==> src/rtl/psram_pkg.sv <==
package psram_pkg;

    typedef enum logic [2:0] {
        ST_IDLE,
        ST_ADDR,
        ST_LAT,
        ST_DATA,
        ST_TURN
    } psram_state_e;

    function automatic int max3(input int a, input int b, input int c);
        int m;
        m = a;
        if (b > m) m = b;
        if (c > m) m = c;
        return m;
    endfunction

endpackage

==> src/rtl/psram_clkgen.sv <==
module psram_clkgen (
    input  logic clk,
    input  logic rst_n,
    output logic bus_clk,
    output logic tick
);

    logic clk_q;

    always_ff @(posedge clk or negedge rst_n) begin
        if (!rst_n) clk_q <= 1'b0;
        else        clk_q <= ~clk_q;
    end

    assign bus_clk = clk_q;
    // the coming system edge raises the bus clock
    assign tick    = ~clk_q;


    bus_clk_toggle_chk: assert property (@(posedge clk) disable iff (!rst_n)
        $past(rst_n) |-> (bus_clk != $past(bus_clk)));

endmodule

==> src/rtl/psram_cnt.sv <==
module psram_cnt #(
    parameter int CNT_W = 4
) (
    input  logic             clk,
    input  logic             rst_n,
    input  logic             load,
    input  logic [CNT_W-1:0] load_val,
    input  logic             dec,
    output logic             zero
);

    logic [CNT_W-1:0] cnt_q;

    always_ff @(posedge clk or negedge rst_n) begin
        if (!rst_n)    cnt_q <= '0;
        else if (load) cnt_q <= load_val;
        else if (dec)  cnt_q <= cnt_q - 1'b1;
    end

    assign zero = (cnt_q == '0);


    no_underflow_chk: assert property (@(posedge clk) disable iff (!rst_n)
        dec |-> !zero);


    load_dec_excl_chk: assert property (@(posedge clk) disable iff (!rst_n)
        !(load && dec));

endmodule

==> src/rtl/psram_datapath.sv <==
module psram_datapath #(
    parameter int DATA_W = 16
) (
    input  logic              clk,
    input  logic              rst_n,
    input  logic              launch,
    input  logic [DATA_W-1:0] wr_data,
    input  logic              capture,
    input  logic [DATA_W-1:0] dq_i,
    output logic [DATA_W-1:0] dq_o,
    output logic [DATA_W-1:0] rd_data,
    output logic              rd_valid
);

    always_ff @(posedge clk or negedge rst_n) begin
        if (!rst_n) begin
            dq_o     <= '0;
            rd_data  <= '0;
            rd_valid <= 1'b0;
        end else begin
            rd_valid <= capture;
            if (launch)  dq_o    <= wr_data;
            if (capture) rd_data <= dq_i;
        end
    end


    no_launch_capture_chk: assert property (@(posedge clk) disable iff (!rst_n)
        !(launch && capture));


    rd_pulse_chk: assert property (@(posedge clk) disable iff (!rst_n)
        rd_valid |=> !rd_valid);

endmodule

==> src/rtl/psram_burst_master.sv <==
module psram_burst_master
    import psram_pkg::*;
#(
    parameter int ADDR_W   = 16,
    parameter int DATA_W   = 16,
    parameter int LEN_W    = 4,
    parameter int LATENCY  = 2,
    parameter int TURN_CYC = 1
) (
    input  logic                  clk,
    input  logic                  rst_n,
    input  logic                  req_valid,
    output logic                  req_ready,
    input  logic                  req_write,
    input  logic [ADDR_W-1:0]     req_addr,
    input  logic [LEN_W-1:0]      req_len,
    input  logic [DATA_W-1:0]     wr_data,
    input  logic [DATA_W/8-1:0]   wr_be,
    output logic                  wr_ack,
    output logic [DATA_W-1:0]     rd_data,
    output logic                  rd_valid,
    output logic                  bus_clk,
    output logic                  bus_cs_n,
    output logic                  bus_adv_n,
    output logic                  bus_oe_n,
    output logic                  bus_we_n,
    output logic [DATA_W/8-1:0]   bus_be_n,
    output logic [ADDR_W-1:0]     bus_addr,
    output logic [DATA_W-1:0]     bus_dq_o,
    output logic                  bus_dq_oe,
    input  logic [DATA_W-1:0]     bus_dq_i
);

    localparam int BE_W    = DATA_W / 8;
    localparam int CNT_W   = max3(LEN_W, $clog2(LATENCY + 1), $clog2(TURN_CYC + 1));
    localparam bit HAS_LAT = (LATENCY > 1);
    localparam int LAT_LD  = HAS_LAT ? (LATENCY - 2) : 0;
    localparam int TRN_LD  = (TURN_CYC > 0) ? (TURN_CYC - 1) : 0;

    psram_state_e     state_q, state_nx;
    logic             tick;
    logic             accept;
    logic             write_q;
    logic [LEN_W-1:0] len_q;
    logic             cnt_load, cnt_dec, cnt_zero;
    logic [CNT_W-1:0] cnt_val;
    logic             capture;

    psram_clkgen u_clkgen (
        .clk     (clk),
        .rst_n   (rst_n),
        .bus_clk (bus_clk),
        .tick    (tick)
    );

    psram_cnt #(.CNT_W(CNT_W)) u_cnt (
        .clk      (clk),
        .rst_n    (rst_n),
        .load     (cnt_load),
        .load_val (cnt_val),
        .dec      (cnt_dec),
        .zero     (cnt_zero)
    );

    assign req_ready = tick && (state_q == ST_IDLE);
    assign accept    = req_ready && req_valid;
    assign wr_ack    = tick && (state_nx == ST_DATA) && write_q;
    assign capture   = tick && (state_q == ST_DATA) && !write_q;

    psram_datapath #(.DATA_W(DATA_W)) u_dp (
        .clk      (clk),
        .rst_n    (rst_n),
        .launch   (wr_ack),
        .wr_data  (wr_data),
        .capture  (capture),
        .dq_i     (bus_dq_i),
        .dq_o     (bus_dq_o),
        .rd_data  (rd_data),
        .rd_valid (rd_valid)
    );

    // next-state and counter control
    always_comb begin
        state_nx = state_q;
        cnt_load = 1'b0;
        cnt_dec  = 1'b0;
        cnt_val  = '0;
        unique case (state_q)
            ST_IDLE: begin
                if (accept) state_nx = ST_ADDR;
            end
            ST_ADDR: begin
                if (tick) begin
                    cnt_load = 1'b1;
                    if (HAS_LAT) begin
                        state_nx = ST_LAT;
                        cnt_val  = CNT_W'(LAT_LD);
                    end else begin
                        state_nx = ST_DATA;
                        cnt_val  = CNT_W'(len_q);
                    end
                end
            end
            ST_LAT: begin
                if (tick) begin
                    if (cnt_zero) begin
                        state_nx = ST_DATA;
                        cnt_load = 1'b1;
                        cnt_val  = CNT_W'(len_q);
                    end else begin
                        cnt_dec = 1'b1;
                    end
                end
            end
            ST_DATA: begin
                if (tick) begin
                    if (cnt_zero) begin
                        state_nx = ST_TURN;
                        cnt_load = 1'b1;
                        cnt_val  = CNT_W'(TRN_LD);
                    end else begin
                        cnt_dec = 1'b1;
                    end
                end
            end
            ST_TURN: begin
                if (cnt_zero) state_nx = ST_IDLE;
                else          cnt_dec  = 1'b1;
            end
        endcase
    end

    // state register and request latch
    always_ff @(posedge clk or negedge rst_n) begin
        if (!rst_n) begin
            state_q <= ST_IDLE;
            write_q <= 1'b0;
            len_q   <= '0;
        end else begin
            state_q <= state_nx;
            if (accept) begin
                write_q <= req_write;
                len_q   <= req_len;
            end
        end
    end

    // bus strobes, updated only on rising bus edges
    always_ff @(posedge clk or negedge rst_n) begin
        if (!rst_n) begin
            bus_cs_n  <= 1'b1;
            bus_adv_n <= 1'b1;
            bus_oe_n  <= 1'b1;
            bus_we_n  <= 1'b1;
            bus_be_n  <= '1;
            bus_addr  <= '0;
            bus_dq_oe <= 1'b0;
        end else if (tick) begin
            unique case (state_nx)
                ST_ADDR: begin
                    bus_cs_n  <= 1'b0;
                    bus_adv_n <= 1'b0;
                    bus_oe_n  <= 1'b1;
                    bus_we_n  <= !req_write;
                    bus_be_n  <= req_write ? {BE_W{1'b1}} : {BE_W{1'b0}};
                    bus_addr  <= req_addr;
                    bus_dq_oe <= req_write;
                end
                ST_LAT: begin
                    bus_cs_n  <= 1'b0;
                    bus_adv_n <= 1'b1;
                    bus_oe_n  <= write_q;
                    bus_we_n  <= !write_q;
                    bus_be_n  <= write_q ? {BE_W{1'b1}} : {BE_W{1'b0}};
                    bus_dq_oe <= write_q;
                end
                ST_DATA: begin
                    bus_cs_n  <= 1'b0;
                    bus_adv_n <= 1'b1;
                    bus_oe_n  <= write_q;
                    bus_we_n  <= !write_q;
                    bus_be_n  <= write_q ? ~wr_be : {BE_W{1'b0}};
                    bus_dq_oe <= write_q;
                end
                ST_IDLE, ST_TURN: begin
                    bus_cs_n  <= 1'b1;
                    bus_adv_n <= 1'b1;
                    bus_oe_n  <= 1'b1;
                    bus_we_n  <= 1'b1;
                    bus_be_n  <= '1;
                    bus_dq_oe <= 1'b0;
                end
            endcase
        end
    end


    oe_we_excl_chk: assert property (@(posedge clk) disable iff (!rst_n)
        !(!bus_oe_n && !bus_we_n));


    adv_needs_cs_chk: assert property (@(posedge clk) disable iff (!rst_n)
        !bus_adv_n |-> !bus_cs_n);


    adv_width_chk: assert property (@(posedge clk) disable iff (!rst_n)
        (!bus_adv_n && !$past(bus_adv_n)) |=> bus_adv_n);


    edge_align_chk: assert property (@(posedge clk) disable iff (!rst_n)
        !$stable({bus_cs_n, bus_adv_n, bus_oe_n, bus_we_n, bus_be_n, bus_addr, bus_dq_oe, bus_dq_o})
        |-> bus_clk);


    dq_drive_chk: assert property (@(posedge clk) disable iff (!rst_n)
        bus_dq_oe |-> (!bus_we_n && bus_oe_n));


    cs_gap_chk: assert property (@(posedge clk) disable iff (!rst_n)
        $rose(bus_cs_n) |=> bus_cs_n);


    idle_strobes_chk: assert property (@(posedge clk) disable iff (!rst_n)
        bus_cs_n |-> (bus_oe_n && bus_we_n && !bus_dq_oe));


    rd_in_read_chk: assert property (@(posedge clk) disable iff (!rst_n)
        rd_valid |-> (bus_we_n && !bus_dq_oe));

endmodule

==> config.mk <==
export PLATFORM = sky130hd
export DESIGN_NAME = psram_burst_master
export DESIGN_NICKNAME = d
export VERILOG_FILES = /design/src/rtl/psram_pkg.sv /design/src/rtl/psram_clkgen.sv /design/src/rtl/psram_cnt.sv /design/src/rtl/psram_datapath.sv /design/src/rtl/psram_burst_master.sv
export SDC_FILE = /design/constraint.sdc
export NUM_CORES = 1
export LEC_CHECK = 0
export ABC_AREA = 0
export BUFFER_PORTS_ARGS = -buffer_cell sky130_fd_sc_hd__buf_4
export CAP_MARGIN = 20
export CORE_MARGIN = 2
export CORE_UTILIZATION = 43
export CTS_CLUSTER_SIZE = 8
export DETAILED_ROUTE_END_ITERATION = 8
export GPL_ROUTABILITY_DRIVEN = 0
export PLACE_DENSITY = 0.74
export SYNTH_ARGS = -nofsm -noshare
export SYNTH_HDL_FRONTEND = slang
export SYNTH_SLANG_ARGS = --single-unit
==> constraint.sdc <==
create_clock -name clk -period 1.9 [get_ports clk]
set_input_delay 0 -clock clk [delete_from_list [all_inputs] [get_ports clk]]
set_output_delay 0 -clock clk [all_outputs]
set_load 0.05 [all_outputs]
After elaboration in Yosys (flattened, before gate mapping)
Index checks and enable logic that the tools add are counted.

Word-level logic and storage cells: 74. Register bits after elaboration: 69. Output and inout bits: 59. Bits of input ports: 58.

Equality and inequality tests: 8. Reductions and logical operators: 19. Multiplexer cells: 29. Add/sub/neg operators: 1. Bitwise gates (word level): 2.

Operators with widths (number): $mux W3 (7); $mux W4 (5); $pmux W3 S5 (1); $eq A3 B2 Y1 const B (4); $pmux W1 S2 (5); $pmux W2 S4 (1); $eq A3 B1 Y1 const B (2); $eq A3 B3 Y1 const B (2); $logic_and A1 B1 Y1 (6); $logic_not A3 Y1 (2); $mux W2 (3); $pmux W1 S3 (2); $reduce_or A2 Y1 (3); $reduce_or A3 Y1 (2); $mux W1 (5); $logic_not A4 Y1 (1); $reduce_or A4 Y1 (1); $sub A4 B1 Y4 const B (1); $logic_not A1 Y1 (2); $not A2 Y2 (1); $reduce_and A2 Y1 (1); $reduce_bool A2 Y1 (1); $not A1 Y1 (1).

Longest topological paths before layout
Word-level depth: 8. Gate-level depth with buffers: 7. Mapped depth without buffers: 6.

Hierarchy
Synthesis repeated with hierarchy kept, for this count alone.

Cells, all modules: 208. Area total of the unflattened synthesis: 3010.4 um^2.

By module, submodules not included: psram_burst_master (instances 1, area each 1427.6 um^2, cells an instance 116, sequential area each 783.3 um^2); psram_datapath (instances 1, area each 1323.8 um^2, cells an instance 69, sequential area each 825.8 um^2); psram_cnt (instances 1, area each 230.2 um^2, cells an instance 21, sequential area each 100.1 um^2); psram_clkgen (instances 1, area each 28.8 um^2, cells an instance 2, sequential area each 25.0 um^2).

Worst setup path after synthesis
No wires, ideal clock.

Path type: register to output. From: register u_clkgen.clk_q (netlist: u_clkgen.bus_clk). To: output req_ready. Path buffers: 1. Data required time: 1900 ps. Data arrival time: 2182 ps. Stages on the path, launching flop included: 4. Slack: -282 ps. Cells stage by stage: dfrtp_1 > or2_2 > clkbuf_1 > nor3_1.

Longest elaborated chain between the ends: 2.

RTL lines: start: declaration (line psram_clkgen.sv:8) `logic clk_q;`; start signal: assignment (line psram_clkgen.sv:12) `else clk_q <= ~clk_q;`; $not A1 Y1 (line psram_clkgen.sv:17) `assign tick = ~clk_q;`; $logic_and A1 B1 Y1 (line psram_burst_master.sv:65) `assign req_ready = tick && (state_q == ST_IDLE);`; end: declaration (line psram_burst_master.sv:13) `output logic req_ready,`.

Every way passes these cells.

Final worst setup path
From: register u_cnt.cnt_q[1]. To: output wr_ack.

Longest elaborated chain between the ends: 7. Elaborated cells between the ends (all ways): 10. Those cells by class: eq/ne (1); mux (6); reduce/logical (3).

RTL lines: start: declaration (line psram_cnt.sv:12) `logic [CNT_W-1:0] cnt_q;`; start signal: assignment (line psram_cnt.sv:16) `else if (load) cnt_q <= load_val;`; start signal: assignment (line psram_cnt.sv:17) `else if (dec) cnt_q <= cnt_q - 1'b1;`; $logic_not A4 Y1 (*) (line psram_cnt.sv:20) `assign zero = (cnt_q == '0);`; $mux W3 (on tied branches) (line psram_burst_master.sv:117, psram_burst_master.sv:106); $mux W3 (on tied branches) (line psram_burst_master.sv:116, psram_burst_master.sv:105); $pmux W3 S5 (*) (line psram_burst_master.sv:88) `unique case (state_q)`; $eq A3 B2 Y1 (*) (line psram_burst_master.sv:67) `assign wr_ack = tick && (state_nx == ST_DATA) && write_q;`; $logic_and A1 B1 Y1 (*) (2 in a row) (line psram_burst_master.sv:67); end: declaration (line psram_burst_master.sv:19) `output logic wr_ack,`.

Every way passes the cells marked *; elsewhere a longest branch is shown, timed or not.

==> impl_summary.md <==
Status
The flow ran to the end, and the final reports show no timing, DRC or antenna violations.

Floorplanning
In this run the core area contains 30 standard-cell rows. The die covers 7540 sq um. In this run the standard cell core region covers around 6700 sq um.

The width of the die is ~87 microns. For this configuration, the core starts out at a cell density of 43.9%. 117 I/O pins were placed. From bottom edge to top edge, the die measures ~87 microns.

Final layout
Summing all multi-input logic gate instances after layout gives 1190 sq um. For this run, the share of the core covered by cells in the final layout is 72.4%. Cells with a size suffix above 1 make up a little over half of the layout. The cell area after layout is between 4000 and 5000 sq um.

The area overhead of the layout relative to synthesis is 64.9%. The total of fill cells in the finished design is 460. The sequential cells in the finished layout cover a total of 1740 sq um. The layout net count is ~470. The number of antenna diodes in the final layout is 0.

Timing
The share of the clock period used by the worst path is between 90% and 100%. Setup repair after global routing left no endpoint under its margin. The count of endpoints failing hold in the final timing report is 0. The transition time at the pin with the least slew margin is roughly 0.48 ns. Setup total negative slack on the finished layout was measured at 0 ns. Headroom to the max-slew limit came out at just under 70%. The number of slew-limit violations in the final report was 0. The largest clock skew in the final design is ~0.016 ns.

Setup violations remaining at the end of the flow were counted as 0. Derived from the worst setup path, the maximum achievable clock frequency is approximately 560 MHz. The worst path in the final design needs a cycle of roughly 1.8 ns, including I/O delays and setup.

Critical path
The worst setup path is launched from a register. The path depth of the worst reg2reg path is 6. The data arrival time at the worst-slack endpoint is 1.80 ns. The slowest stage cell on the critical path is sky130_fd_sc_hd__dfrtp_1. The biggest cell delay along the critical path is roughly 0.4 ns. The cell seen most often among critical-path stages is sky130_fd_sc_hd__buf_12. The worst setup path is of the register to output port kind.

The largest fanout on the critical path is 17. The critical path goes through inv_2, ha_4, nor3b_4, xnor2_2, nor3_4, buf_12, buf_12. The endpoint type of the worst setup path is an output port.

The worst path required time is between 1.5 and 2 ns.

Synth
The cell count after synthesis came out at 215. The synthesized netlist contains 45 unique library cells. Of the synthesized area, sequential elements account for approximately three fifths. Among all flip-flop cells after synthesis, the most frequent one is sky130_fd_sc_hd__dfrtp_1. The Yosys step of the flow raised 0 warnings.

The top cell type's share of synthesized area is 53.4%. Counting flops and latches in the post-synthesis netlist gives 69. The synthesized net count is roughly 270.

Counting flops with a built-in enable in the synthesized netlist gives 0. The biggest area contributor in the post-synthesis netlist is sky130_fd_sc_hd__dfrtp_1. The area of the mapped netlist is slightly below 3000 sq um. The proportion of synthesized flip-flops having asynchronous set or reset is between 90% and 100%. After synthesis, the cell types taking the most area are sky130_fd_sc_hd__dfrtp_1 (53%), sky130_fd_sc_hd__mux2_2 (17%), sky130_fd_sc_hd__dfstp_2 (5.3%), sky130_fd_sc_hd__mux2_1 (3.4%), sky130_fd_sc_hd__nand2b_1 (1.3%).

The average footprint of a synthesized cell is approximately 14 sq um.

Global route
The via count of the first global-routing pass was about 2600. The routing usage on met2 is 38.7%. For this run, the total global-route usage over all layers was measured as between 20% and 30%. The total global routing overflow is 0. For this run, global-route usage on met3 was measured as around 3.9%. The global-route wire length before repair is about 13000 microns. The met1 usage is between 20% and 30%. After global routing, the most crowded layer is met2. The number of antenna violations at the first check in global routing is 0. The pin count of the biggest net entering global routing is 70.

Clocking
The total clock sinks is 69. The TritonCTS clock tree is yes. The root cell of the clock tree is sky130_fd_sc_hd__clkbuf_8. The H-tree level count is 3.

TritonCTS created 9 clock buffers. After clock tree synthesis, the clock-pin slew on the worst setup and hold paths is around 0.070 ns. The clock passes through at most 2 buffers.

The clock latency of the later-clocked register in the worst-skew pair is ~0.35 ns.

Placement
The HPWL after detailed placement is just under 5000 microns. Input and output buffers added on the ports amount to 116. The post-place instance area is around 4100 sq um.

Routing
The vias per cell is 5.04. The total length of routed wires is 7990 microns. The violation count after the first detailed-routing iteration is 160.

The routed length per instance is 16.2 microns. Once detail routing completed, the nets flagged for antenna violations numbered 0. The number of detailed-route iterations in the first pass is 4. For this block, the via count after detailed routing is 2481. The final routed DRC violation total is 0.

Hold path
The path class of the tightest hold or removal check is input pin to asynchronous set/reset pin.

Pwr
For this design the ratio of total power to cell area is approximately 1700 nW/um^2. The worst IR drop on VDD is 1170 uV. Summing internal, switching and leakage power gives slightly above 8 mW. The reported leakage power is about 2.3 nW.

Flow run
The tool flagged a number of max-cap violations equal to 0.
==> what timing repair did <==
item	CTS	global route
buffers inserted	1	0
resized for setup	0	7
setup endpoints to repair	1	15
hold buffers	57	0
pin swaps	0	1
gates cloned	0	0
hold endpoints to repair	127	0
==> stage by stage <==
| stage | instances | hold slack (ns) | setup WS, ns |
|---|---|---|---|
| 5_1_grt | 492 | 0.259 | 0.00129 |
| 4_1_cts | 492 | 0.223 | 0.0322 |
| 2_1_floorplan | 215 | -0.296 | -0.0179 |
| 3_3_place_gp | 419 | 0.0352 | 0.150 |
| 6_report | 492 | 0.199 | 0.0988 |
| 3_5_place_dp | 419 | 0.0410 | 0.0809 |
==> cells in the mapped netlist, drive strengths merged (4+ instances only) <==
cell type	instances
nand2b	6
dfrtp	63
dfstp	6
nor3	6
nor2	6
clkbuf	4
buf	5
inv	7
a21oi	6
mux2	53
o21ai	7
nand2	6
==> metal layers <==
| layer | share of wire (%) | wire (microns) |
|---|---|---|
| met2 | 55 | 4370 |
| met5 | 0 | 0 |
| met4 | 1.9 | 152 |
| met1 | 39 | 3140 |
| met3 | 4.2 | 332 |
==> cells in the final DEF (no fill, tap or decap), drive strengths merged, types with 4 or more instances in the layout <==
master,count
a21oi,6
buf,134
clkbuf,9
clkinv,4
dfrtp,63
dfstp,6
dlygate4sd3,57
inv,7
mux2,53
nand2,6
nand2b,6
nor2,6
nor3,6
o21ai,7
==> power breakdown <==
group | total [mW] | internal (mW) | switching (mW)
Clock | 1.16 | 0.598 | 0.561
Combinational | 4.51 | 1.62 | 2.89
Sequential | 2.63 | 2.19 | 0.443
Total | 8.30 | 4.41 | 3.89
==> area by class of cell <==
class                   count  share of cell area (%)
repair buffers            191                    33.4
clock inverters             6                    1.34
well taps                  80                    2.06
inverters                   7                   0.540
flip-flops and latches     69                    35.7
clock buffers               9                    2.55
multi-input cells         130                    24.4
==> cells by family (layout without fill, tap and decap cells) <==
group	count (synthesis)	after routing	share of synthesized area (%)
xor+xnor	1	1	0.297
fa+ha+maj	1	1	0.424
flops	69	69	58.8
mux	54	54	20.6
buf+inv	16	213	2.67
simple gates	39	39	8.99
compound gates	35	35	8.31
==> worst max-delay path: cells and delay by family, from the launching register on <==
kind                     cells  cell delay, ns
AND/OR/NAND/NOR              2            0.39
XOR/XNOR                     1            0.10
flip-flops                   1            0.40
adder cells (fa/ha/maj)      1            0.16
buffers and inverters        3            0.40
==> worst paths after layout <==
| path | start | slack [ns] | endpoint |
|---|---|---|---|
| setup / recovery | u_cnt.cnt_q[1] | 0.1 | wr_ack |
| hold / removal | rst_n | 0.20 | bus_addr[15] |
| setup reg to reg | u_cnt.cnt_q[1] | 0.11 | bus_be_n[1] |
| hold reg to reg | bus_cs_n | 0.49 | bus_cs_n |
| max in group asynchronous | rst_n | 1.35 | bus_cs_n |
| min in group clk | wr_data[7] | 0.42 | u_dp.dq_o[7] |
==> registers in the layout (all words and copies together) (netlist names) <==
signal and count:
u_dp.rd_valid 1, bus_dq_oe 1, u_dp.dq_o 16, bus_we_n 1, bus_cs_n 1, state_q 3
len_q 4, u_clkgen.bus_clk 1, write_q 1, u_cnt.cnt_q 4, u_dp.rd_data 16, bus_adv_n 1
bus_oe_n 1, bus_addr 16, bus_be_n 2
Power figures use the tool's default switching activity.
